**src/rtl/pend_id_pkg.sv**
```systemverilog
package pend_id_pkg;

  localparam int WORD_W   = 32;
  localparam int IDX_W    = 5;
  localparam int BANK_W   = 2;
  localparam int ID_W     = BANK_W + IDX_W;
  localparam int NATIVE_N = 8;
  localparam int SUM1_POS = 8;
  localparam int SUM2_POS = 9;
  localparam int SC1_LO   = 10;
  localparam int SC1_N    = 5;
  localparam int SC2_LO   = SC1_LO + SC1_N;
  localparam int SC2_N    = 6;
  localparam int VALID_W  = SC2_LO + SC2_N;
  localparam int GRP_N    = 5;

  localparam logic [WORD_W-1:0] VALID_MASK = WORD_W'((64'd1 << VALID_W) - 64'd1);
  localparam logic [ID_W-1:0]   ID_NONE    = '1;

  // group ranking: native, shortcut bank1, shortcut bank2, summary1, summary2
  localparam int GRP_LSB [GRP_N] = '{0, SC1_LO, SC2_LO, SUM1_POS, SUM2_POS};
  localparam int GRP_CNT [GRP_N] = '{NATIVE_N, SC1_N, SC2_N, 1, 1};

  typedef struct packed {
    logic selNative;
    logic selSc1;
    logic selSc2;
    logic selSum1;
    logic selSum2;
  } grpSel_t;

  typedef struct packed {
    logic             hit;
    logic [IDX_W-1:0] idx;
  } scan_t;

  function automatic scan_t findLowest(logic [WORD_W-1:0] w);
    scan_t r;
    r.hit = 1'b0;
    r.idx = '0;
    for (int i = WORD_W - 1; i >= 0; i--) begin
      if (w[i]) begin
        r.hit = 1'b1;
        r.idx = IDX_W'(i);
      end
    end
    return r;
  endfunction

  // shortcut slot -> real source index in its home bank
  function automatic logic [IDX_W-1:0] scSource(int unsigned slot);
    logic [IDX_W-1:0] s;
    case (slot)
      0:       s = IDX_W'(7);
      1:       s = IDX_W'(9);
      2:       s = IDX_W'(10);
      3:       s = IDX_W'(18);
      4:       s = IDX_W'(19);
      5:       s = IDX_W'(21);
      6:       s = IDX_W'(22);
      7:       s = IDX_W'(23);
      8:       s = IDX_W'(24);
      9:       s = IDX_W'(25);
      10:      s = IDX_W'(30);
      default: s = '1;
    endcase
    return s;
  endfunction

endpackage

```
**src/rtl/pend_id_ctrl.sv**
```systemverilog
module pend_id_ctrl
  import pend_id_pkg::*;
(
  input  logic              clk,
  input  logic              rstN,
  input  logic [WORD_W-1:0] bank0Pend,
  output grpSel_t           sel
);

  logic [WORD_W-1:0] bank0Masked;
  logic [GRP_N-1:0]  grpAny;
  logic [GRP_N-1:0]  grpWin;

  assign bank0Masked = bank0Pend & VALID_MASK;

  for (genvar g = 0; g < GRP_N; g++) begin : gGroup
    localparam logic [WORD_W-1:0] GMASK =
      WORD_W'(((64'd1 << GRP_CNT[g]) - 64'd1) << GRP_LSB[g]);
    assign grpAny[g] = |(bank0Masked & GMASK);
  end

  always_comb begin
    logic blocked;
    blocked = 1'b0;
    for (int g = 0; g < GRP_N; g++) begin
      grpWin[g] = grpAny[g] && !blocked;
      blocked   = blocked | grpAny[g];
    end
  end

  assign sel.selNative = grpWin[0];
  assign sel.selSc1    = grpWin[1];
  assign sel.selSc2    = grpWin[2];
  assign sel.selSum1   = grpWin[3];
  assign sel.selSum2   = grpWin[4];

  AST_SEL_ONEHOT: assert property (@(posedge clk) disable iff (!rstN)
    $onehot0(sel));
  AST_NATIVE_FIRST: assert property (@(posedge clk) disable iff (!rstN)
    (|bank0Pend[NATIVE_N-1:0]) |-> sel.selNative);
  AST_SUM2_LAST: assert property (@(posedge clk) disable iff (!rstN)
    sel.selSum2 |-> !bank0Pend[SUM1_POS]);

endmodule

```
**src/rtl/pend_id_dpath.sv**
```systemverilog
module pend_id_dpath
  import pend_id_pkg::*;
(
  input  logic              clk,
  input  logic              rstN,
  input  grpSel_t           sel,
  input  logic [WORD_W-1:0] bank0Pend,
  input  logic [WORD_W-1:0] bank1Pend,
  input  logic [WORD_W-1:0] bank2Pend,
  output logic [ID_W-1:0]   nextId,
  output logic              nextValid
);

  scan_t natScan, sc1Scan, sc2Scan, b1Scan, b2Scan;
  logic [ID_W-1:0] idD;
  logic            validD;

  assign natScan = findLowest(WORD_W'(bank0Pend[NATIVE_N-1:0]));
  assign sc1Scan = findLowest(WORD_W'(bank0Pend[SC1_LO +: SC1_N]));
  assign sc2Scan = findLowest(WORD_W'(bank0Pend[SC2_LO +: SC2_N]));
  assign b1Scan  = findLowest(bank1Pend);
  assign b2Scan  = findLowest(bank2Pend);

  always_comb begin
    idD    = ID_NONE;
    validD = 1'b0;
    if (sel.selNative) begin
      idD    = {BANK_W'(0), natScan.idx};
      validD = 1'b1;
    end else if (sel.selSc1) begin
      idD    = {BANK_W'(1), scSource(int'(sc1Scan.idx))};
      validD = 1'b1;
    end else if (sel.selSc2) begin
      idD    = {BANK_W'(2), scSource(int'(sc2Scan.idx) + SC1_N)};
      validD = 1'b1;
    end else if (sel.selSum1) begin
      if (b1Scan.hit) begin
        idD    = {BANK_W'(1), b1Scan.idx};
        validD = 1'b1;
      end
    end else if (sel.selSum2) begin
      if (b2Scan.hit) begin
        idD    = {BANK_W'(2), b2Scan.idx};
        validD = 1'b1;
      end
    end
  end

  always_ff @(posedge clk) begin
    if (!rstN) begin
      nextId    <= ID_NONE;
      nextValid <= 1'b0;
    end else begin
      nextId    <= idD;
      nextValid <= validD;
    end
  end

  AST_VALID_SENTINEL: assert property (@(posedge clk) disable iff (!rstN)
    nextValid == (nextId != ID_NONE));
  AST_EMPTY_INPUT: assert property (@(posedge clk) disable iff (!rstN)
    ((bank0Pend & VALID_MASK) == '0) |=> !nextValid);
  AST_EMPTY_SUM1: assert property (@(posedge clk) disable iff (!rstN)
    (sel.selSum1 && bank1Pend == '0) |=> !nextValid);
  AST_BANK_RANGE: assert property (@(posedge clk) disable iff (!rstN)
    nextValid |-> nextId[ID_W-1 -: BANK_W] != BANK_W'(3));
  AST_NATIVE_RANGE: assert property (@(posedge clk) disable iff (!rstN)
    (nextValid && nextId[ID_W-1 -: BANK_W] == '0) |-> nextId[IDX_W-1:0] < IDX_W'(NATIVE_N));

endmodule

```
**src/rtl/pend_id_resolver.sv**
```systemverilog
module pend_id_resolver
  import pend_id_pkg::*;
(
  input  logic              clk,
  input  logic              rstN,
  input  logic [WORD_W-1:0] bank0Pend,
  input  logic [WORD_W-1:0] bank1Pend,
  input  logic [WORD_W-1:0] bank2Pend,
  output logic [ID_W-1:0]   nextId,
  output logic              nextValid
);

  grpSel_t sel;

  pend_id_ctrl u_ctrl (
    .clk       (clk),
    .rstN      (rstN),
    .bank0Pend (bank0Pend),
    .sel       (sel)
  );

  pend_id_dpath u_dpath (
    .clk       (clk),
    .rstN      (rstN),
    .sel       (sel),
    .bank0Pend (bank0Pend),
    .bank1Pend (bank1Pend),
    .bank2Pend (bank2Pend),
    .nextId    (nextId),
    .nextValid (nextValid)
  );

  AST_RESET_IDLE: assert property (@(posedge clk)
    $past(!rstN) |-> (nextId == ID_NONE && !nextValid));

endmodule

```
**config.mk**
```make
export PLATFORM = sky130hd
export DESIGN_NAME = pend_id_resolver
export DESIGN_NICKNAME = d
export VERILOG_FILES = /design/src/rtl/pend_id_pkg.sv /design/src/rtl/pend_id_ctrl.sv /design/src/rtl/pend_id_dpath.sv /design/src/rtl/pend_id_resolver.sv
export SDC_FILE = /design/constraint.sdc
export NUM_CORES = 1
export LEC_CHECK = 0
export ABC_AREA = 1
export CORE_MARGIN = 4
export CORE_UTILIZATION = 33
export DETAILED_ROUTE_END_ITERATION = 7
export GPL_TIMING_DRIVEN = 1
export PLACE_DENSITY = 0.85
export REMOVE_ABC_BUFFERS = 1
export SETUP_SLACK_MARGIN = 0.05
export SYNTH_ARGS = -nofsm -noshare
export SYNTH_HDL_FRONTEND = slang
export SYNTH_SLANG_ARGS = --single-unit
```
**constraint.sdc**
```tcl
create_clock -name clk -period 1.8 [get_ports clk]
set_input_delay 0.27 -clock clk [delete_from_list [all_inputs] [get_ports clk]]
set_output_delay 0.27 -clock clk [all_outputs]
set_load 0.01 [all_outputs]
```
==> parameters.txt, run 1 <==
Parameter                              Value

Status
  Result of the run    complete, but fails checks
  Violations in the final reports    negative setup slack

Route
  Number of detailed-routing iterations run before antenna repair    4
  DRT Wirelength    7.22 mm
  Via Count    2731
  DRC Markers    0
  Wire per inst    12.6 um
  Routed Antenna Nets    0
  Vias per cell    4.75
  Initial detailed-routing violation count    127

Setup path
  Arrival time of the worst setup path    2120 ps
  Buf/Inv on CP    2
  Top cell family by delay on the critical path    simple AND/OR/NAND/NOR gates
  Startpoint-to-endpoint class of the critical path    in2reg
  Highest cell delay on the worst timing path    470 ps
  Worst Setup SP    bank2Pend[20]
  Biggest fanout along the worst timing path    2
  CP max-delay cell    sky130_fd_sc_hd__clkdlybuf4s50_1
  Worst path required time    1930 ps
  Kind of end point of the critical path    flip-flop
  Critical Path Source Type    input port
  Most prevalent standard cell on the critical path    sky130_fd_sc_hd__nand2_1

Power and ir drop
  Lkg Pwr    2.01 nW
  Gate power share    0.583
  Sw frac    0.334
  Net Sw Power    328 uW
  Power per Cell Area    274 mW/mm^2
  Seq pwr share    0.196
  Internal portion of total power    654 uW
  Clock power share    0.221
  Peak supply drop    180 uV

Place
  Estimated wirelength of the detail-placed design    5.03 mm
  RD Place Congestion    0.896
  IO Port Bufs    94
  Number of cells in the design after placement    548

Min path
  Worst hold-check path type    in2reg
  Hold Startpoint    bank1Pend[0]

GRT
  Pin count of the biggest net entering global routing    8
  Wire length of the first global-routing pass    10.7 mm
  Met3 track demand over resource in global routing    0.0333
  Busiest metal layer after global routing    met2
  Met1 global-route usage    0.222
  Number of antenna violations at the first check in global routing    0
  Global-route usage over all layers    0.210
  Vias in the first global route    2614
  GR Util met2    0.414
  Total grt overflow    0

Layout
  Count of non-filler cells in the finished layout    575
  Antenna cells    0
  Most used cells in the layout excluding fill and tap cells    90 x sky130_fd_sc_hd__nand2_1, 77 x sky130_fd_sc_hd__inv_1, 74 x sky130_fd_sc_hd__buf_4, 43 x sky130_fd_sc_hd__clkdlybuf4s50_1, 28 x sky130_fd_sc_hd__nor2_1
  Leading cell type in the layout, fill and taps excluded    sky130_fd_sc_hd__nand2_1
  # nets final    615
  Fraction of layout instances using a drive strength above 1    0.348
  Number of fillers in the final layout    369
  Area growth from synthesis to layout    119%

Clock tree
  H-tree lvl count    1
  TritonCTS clock tree    yes
  CTS max path bufs    2
  CTS clock-pin slew for the worst setup and hold paths    40 ps
  Number of buffers added by the clock tree synthesis step    3
  CTS sink cnt    8
  Clock root buffer master    sky130_fd_sc_hd__clkbuf_8
  Hold-fix buffers at CTS    0

Synth
  Post-Synthesis Mean Instance Area    4.88 um^2
  Count of state elements after synthesis    8
  Yosys top cell area share    0.230
  Top post-synthesis cells by area    sky130_fd_sc_hd__nand2_1 23%, sky130_fd_sc_hd__inv_1 20%, sky130_fd_sc_hd__nor2_1 11%
  Most area-hungry cell type in the Yosys netlist    sky130_fd_sc_hd__nand2_1
  Library cells used by synthesis    30
  Post-synth design cell area    0.00163 mm^2
  Synthesized instance count    334
  Yosys warning count    0
  Portion of the post-synthesis area used by sequential elements    0.0982

Timing
  Slew Viols, Final    0
  Minimum clock period    2000 ps
  Total Negative Setup Slacks    -208 ps
  Setup repair after global routing missed its margin    yes
  Worst Max-Slew Pin Slew    329 ps
  Fmax    0.501 GHz
  Final worst slack    -196 ps
  Endpoints failing setup    2
  Relative slew slack    0.778
  Hold Vio Cnt, Final    0
  Final period util    1.11

Floorplanning
  Number of placed I/O pins    106
  Overall die area    0.00613 mm^2
  Placement Rows    25
  Initial core utilization    0.343
  Core region area    0.00475 mm^2
  Die width    78.3 um
  Floorplan die height    78.3 um

Flow run
  Max capacitance violation total    0
## power groups by stage
stage / registers [mW] / logic (mW) / clock network (mW)
finish: 0.192 / 0.572 / 0.218
floorplan: 0.200 / 0.157 / 0
global route: 0.193 / 0.623 / 0.236
detailed placement: 0.195 / 0.492 / 0
CTS: 0.193 / 0.516 / 0.223
global placement: 0.195 / 0.477 / 0
## sequential cells by signal, summed over array words and instances, names as in the netlist
name,flops
u_dpath.nextId,7
u_dpath.nextValid,1
## layer usage
metal  share of wire  wire length (um)  vias up
li1                -                 -     1368
met1            0.37              2660     1177
met2            0.51              3670      147
met3           0.076               549       39
met4           0.047               340        0
met5               0                 0        -
## cell type report
cell class                      count  area (um^2)  area share
Clock buffer                        3         41.3      0.0115
Sequential cell                     8          160      0.0447
Tap cell                           67         83.8      0.0234
Timing Repair Buffer              171         1510       0.421
Inverter                           96          379       0.106
Multi-Input combinational cell    230         1410       0.394
## worst paths after layout
| kind | to | slack [ps] | depth (start not counted) |
|---|---|---|---|
| max | u_dpath.nextId[0]$_SDFF_PN1_ | -200 | 26 |
| min | u_dpath.nextId[0]$_SDFF_PN1_ | 480 | 6 |
## per-stage QoR
| stage | cell area [um^2] | hold WS [ps] | utilization | power (mW) | setup WS [ps] |
|---|---|---|---|---|---|
| 2_1_floorplan | 1630 | 339 | - | 0.357 | -18.9 |
| 3_3_place_gp | 3050 | 939 | 0.642 | 0.673 | -730 |
| 3_5_place_dp | 3050 | 942 | 0.642 | 0.688 | -806 |
| 4_1_cts | 3340 | 641 | 0.703 | 0.932 | -288 |
| 5_1_grt | 3580 | 498 | 0.753 | 1.05 | -440 |
| 6_report | 3580 | 476 | 0.753 | 0.982 | -196 |
## synthesized netlist by cell type
cell / n
sky130_fd_sc_hd__a31oi_1: 1
sky130_fd_sc_hd__a311oi_1: 2
sky130_fd_sc_hd__nand2_1: 100
sky130_fd_sc_hd__nand3_1: 16
sky130_fd_sc_hd__o211ai_1: 3
sky130_fd_sc_hd__bufinv_8: 1
sky130_fd_sc_hd__o21ai_0: 7
sky130_fd_sc_hd__a21oi_1: 11
sky130_fd_sc_hd__xor2_1: 1
sky130_fd_sc_hd__nor3_1: 6
sky130_fd_sc_hd__o311ai_1: 2
sky130_fd_sc_hd__dfxtp_1: 8
sky130_fd_sc_hd__nor2_1: 48
sky130_fd_sc_hd__o21ai_1: 7
sky130_fd_sc_hd__o41a_2: 1
sky130_fd_sc_hd__o22ai_1: 1
sky130_fd_sc_hd__nor4_2: 1
sky130_fd_sc_hd__a21boi_0: 1
sky130_fd_sc_hd__nand4_1: 1
sky130_fd_sc_hd__or2_1: 1
sky130_fd_sc_hd__nor4_1: 4
sky130_fd_sc_hd__ha_1: 7
sky130_fd_sc_hd__nor2_2: 1
sky130_fd_sc_hd__inv_2: 9
sky130_fd_sc_hd__o311ai_0: 2
sky130_fd_sc_hd__a211o_1: 1
sky130_fd_sc_hd__o21bai_1: 2
sky130_fd_sc_hd__clkinv_1: 1
sky130_fd_sc_hd__o31ai_1: 3
sky130_fd_sc_hd__inv_1: 85
## timing repair
action | 4_1_cts | 5_1_grt
pin swaps | 60 | 82
resized for setup | 99 | 98
cloned | 0 | 0
setup endpoints to repair | 8 | 8
setup buffers | 14 | 11
## logic make-up (layout without fill, tap and decap cells)
logic type,Yosys count,after routing,synth area share
AND/OR/NAND/NOR,178,178,0.442
buffers and inverters,96,270,0.229
AO/OA/AOI/OAI,44,44,0.171
flip-flops,8,8,0.0982
adder cells (fa/ha/maj),7,7,0.0537
XOR/XNOR,1,1,0.00537
(Power assumes the default switching activity.)
==> run 2, diff against run 1 <==
SLEW_MARGIN = 25   (was not set)
==> results of run 2 <==
Final layout, timing and power as in run 1 (identical DEF).
==> run 3, diff against run 2 <==
HOLD_SLACK_MARGIN = 0.03   (was not set)
PLACE_DENSITY = 0.78   (was 0.85)
==> parameters.txt, run 3 (synthesis gave the netlist of run 1 again) <==
Parameter                              Value

Status
  Result of the run    complete, but fails checks
  Violations in the final reports    negative setup slack

Layout
  Final Instance Area    0.00365 mm^2
  Area growth from synthesis to layout    124%
  # nets final    627
  Number of flip-flops under the largest register name    7
  Antenna cells    0
  Reg with most FFs    u_dpath.nextId
  Most used cells in the layout excluding fill and tap cells    92 x sky130_fd_sc_hd__nand2_1, 87 x sky130_fd_sc_hd__buf_4, 76 x sky130_fd_sc_hd__inv_1, 40 x sky130_fd_sc_hd__clkdlybuf4s50_1, 28 x sky130_fd_sc_hd__nor2_1
  Biggest regs    u_dpath.nextId x7, u_dpath.nextValid x1
  Leading cell type in the layout, fill and taps excluded    sky130_fd_sc_hd__nand2_1
  Fraction of layout instances using a drive strength above 1    0.344

Timing
  Final worst slack    -169 ps
  Minimum clock period    1970 ps
  Relative slew slack    0.702
  Fmax    0.508 GHz
  WHS    589 ps
  Worst Max-Slew Pin Slew    442 ps
  Final period util    1.09
  Endpoints failing setup    2
  Setup repair after global routing missed its margin    yes
  Slew Viols, Final    0
  Hold Vio Cnt, Final    0

Power and ir drop
  Total Power Consumption    990 uW
  Lkg Pwr    2.01 nW
  Power per Cell Area    271 mW/mm^2
  Peak supply drop    232 uV

Min path
  Hold Startpoint    bank0Pend[10]
  Worst hold-check path type    in2reg

GRT
  Wire length of the first global-routing pass    10.9 mm
  Pin count of the biggest net entering global routing    8
  Number of antenna violations at the first check in global routing    0
  Total grt overflow    0
  Vias in the first global route    2541
  Global-route usage over all layers    0.215

Route
  Wire per inst    13.6 um
  Number of detailed-routing iterations run before antenna repair    4
  Via Count    2795
  DRT Wirelength    7.98 mm
  Routed Antenna Nets    0
  Initial detailed-routing violation count    169
  DRC Markers    0
  Vias per cell    4.76

Clock tree
  Clock root buffer master    sky130_fd_sc_hd__clkbuf_8
  H-tree lvl count    1
  CTS sink cnt    8
  Number of buffers added by the clock tree synthesis step    3
  Hold-fix buffers at CTS    0
  CTS clock-pin slew for the worst setup and hold paths    50 ps
  TritonCTS clock tree    yes
  CTS max path bufs    2

Setup path
  Arrival time of the worst setup path    2100 ps
  Critical Path Source Type    input port
  Startpoint-to-endpoint class of the critical path    in2reg
  Highest cell delay on the worst timing path    100 ps
  CP max-delay cell    sky130_fd_sc_hd__clkbuf_2
  Kind of end point of the critical path    flip-flop
  Worst Setup SP    bank1Pend[29]
  Most prevalent standard cell on the critical path    sky130_fd_sc_hd__nand2_1
  Worst path required time    1930 ps
  Biggest fanout along the worst timing path    2

Floorplanning
  Placement Rows    25
  Initial core utilization    0.343
  Floorplan die height    78.3 um
  Core region area    0.00475 mm^2
  Number of placed I/O pins    106
  Overall die area    0.00613 mm^2
  Die width    78.3 um

Flow run
  Max capacitance violation total    0

Place
  RD Place Congestion    0.874
  Estimated wirelength of the detail-placed design    4.95 mm
  IO Port Bufs    94
  Post-detailed-placement cell area    0.00305 mm^2
==> run 3: cell types whose count changed in the layout (fill, tap and decap cells not counted), moves of 3 or more <==
cell | before | now
sky130_fd_sc_hd__dlygate4sd2_1 | 7 | 24
sky130_fd_sc_hd__buf_4 | 74 | 87
sky130_fd_sc_hd__dlymetal6s2s_1 | 17 | 8
sky130_fd_sc_hd__nor2_2 | 16 | 10
sky130_fd_sc_hd__nor2_4 | 5 | 11
sky130_fd_sc_hd__buf_6 | 8 | 4
sky130_fd_sc_hd__clkdlybuf4s50_1 | 43 | 40
sky130_fd_sc_hd__inv_2 | 15 | 18
sky130_fd_sc_hd__nor3_2 | 3 | 0
sky130_fd_sc_hd__o21ai_1 | 6 | 9
==> run 3: through the flow <==
step | setup WS [ps] | instances | TNS, ps | utilization
after global routing | -443 | 587 | -930 | 0.769
after detailed placement | -689 | 548 | -4190 | 0.642
after CTS | -188 | 576 | -215 | 0.717
after global placement | -706 | 548 | -4370 | 0.642
final | -169 | 587 | -304 | 0.769
after floorplan | -18.9 | 334 | -34.1 | -
==> run 3: layout make-up <==
cell class	instances	area, um^2
flip-flops and latches	8	160
inverters	96	374
fillers	366	1100
well taps	67	83.8
clock buffers	3	41.3
repair buffers	183	1540
multi-input cells	230	1450
==> run 3: where the power goes <==
group,internal [mW],switching [mW]
Clock,0.145,0.0773
Combinational,0.312,0.262
Sequential,0.189,0.00465
==> run 3: final timing paths <==
check / to / slack (ps) / depth (start not counted)
min: u_dpath.nextId[1]$_SDFF_PN1_ / 590 / 5
max: u_dpath.nextId[0]$_SDFF_PN1_ / -170 / 35
==> run 3: per-layer routing <==
metal	share of wire	global-route usage
met5	0	0
met1	0.37	0.243
met2	0.53	0.422
met3	0.049	0.0195
met4	0.049	0.0629
==> run 3: repair_timing <==
action / in CTS / in global routing
setup buffers: 25 / 11
pin swaps: 29 / 42
setup endpoints to repair: 8 / 8
gates resized for setup: 99 / 84
==> run 3: critical path: cells and delay by family <==
kind                   cells  cell delay, ps
buffers and inverters      2             150
and+or+nand+nor           33            1680
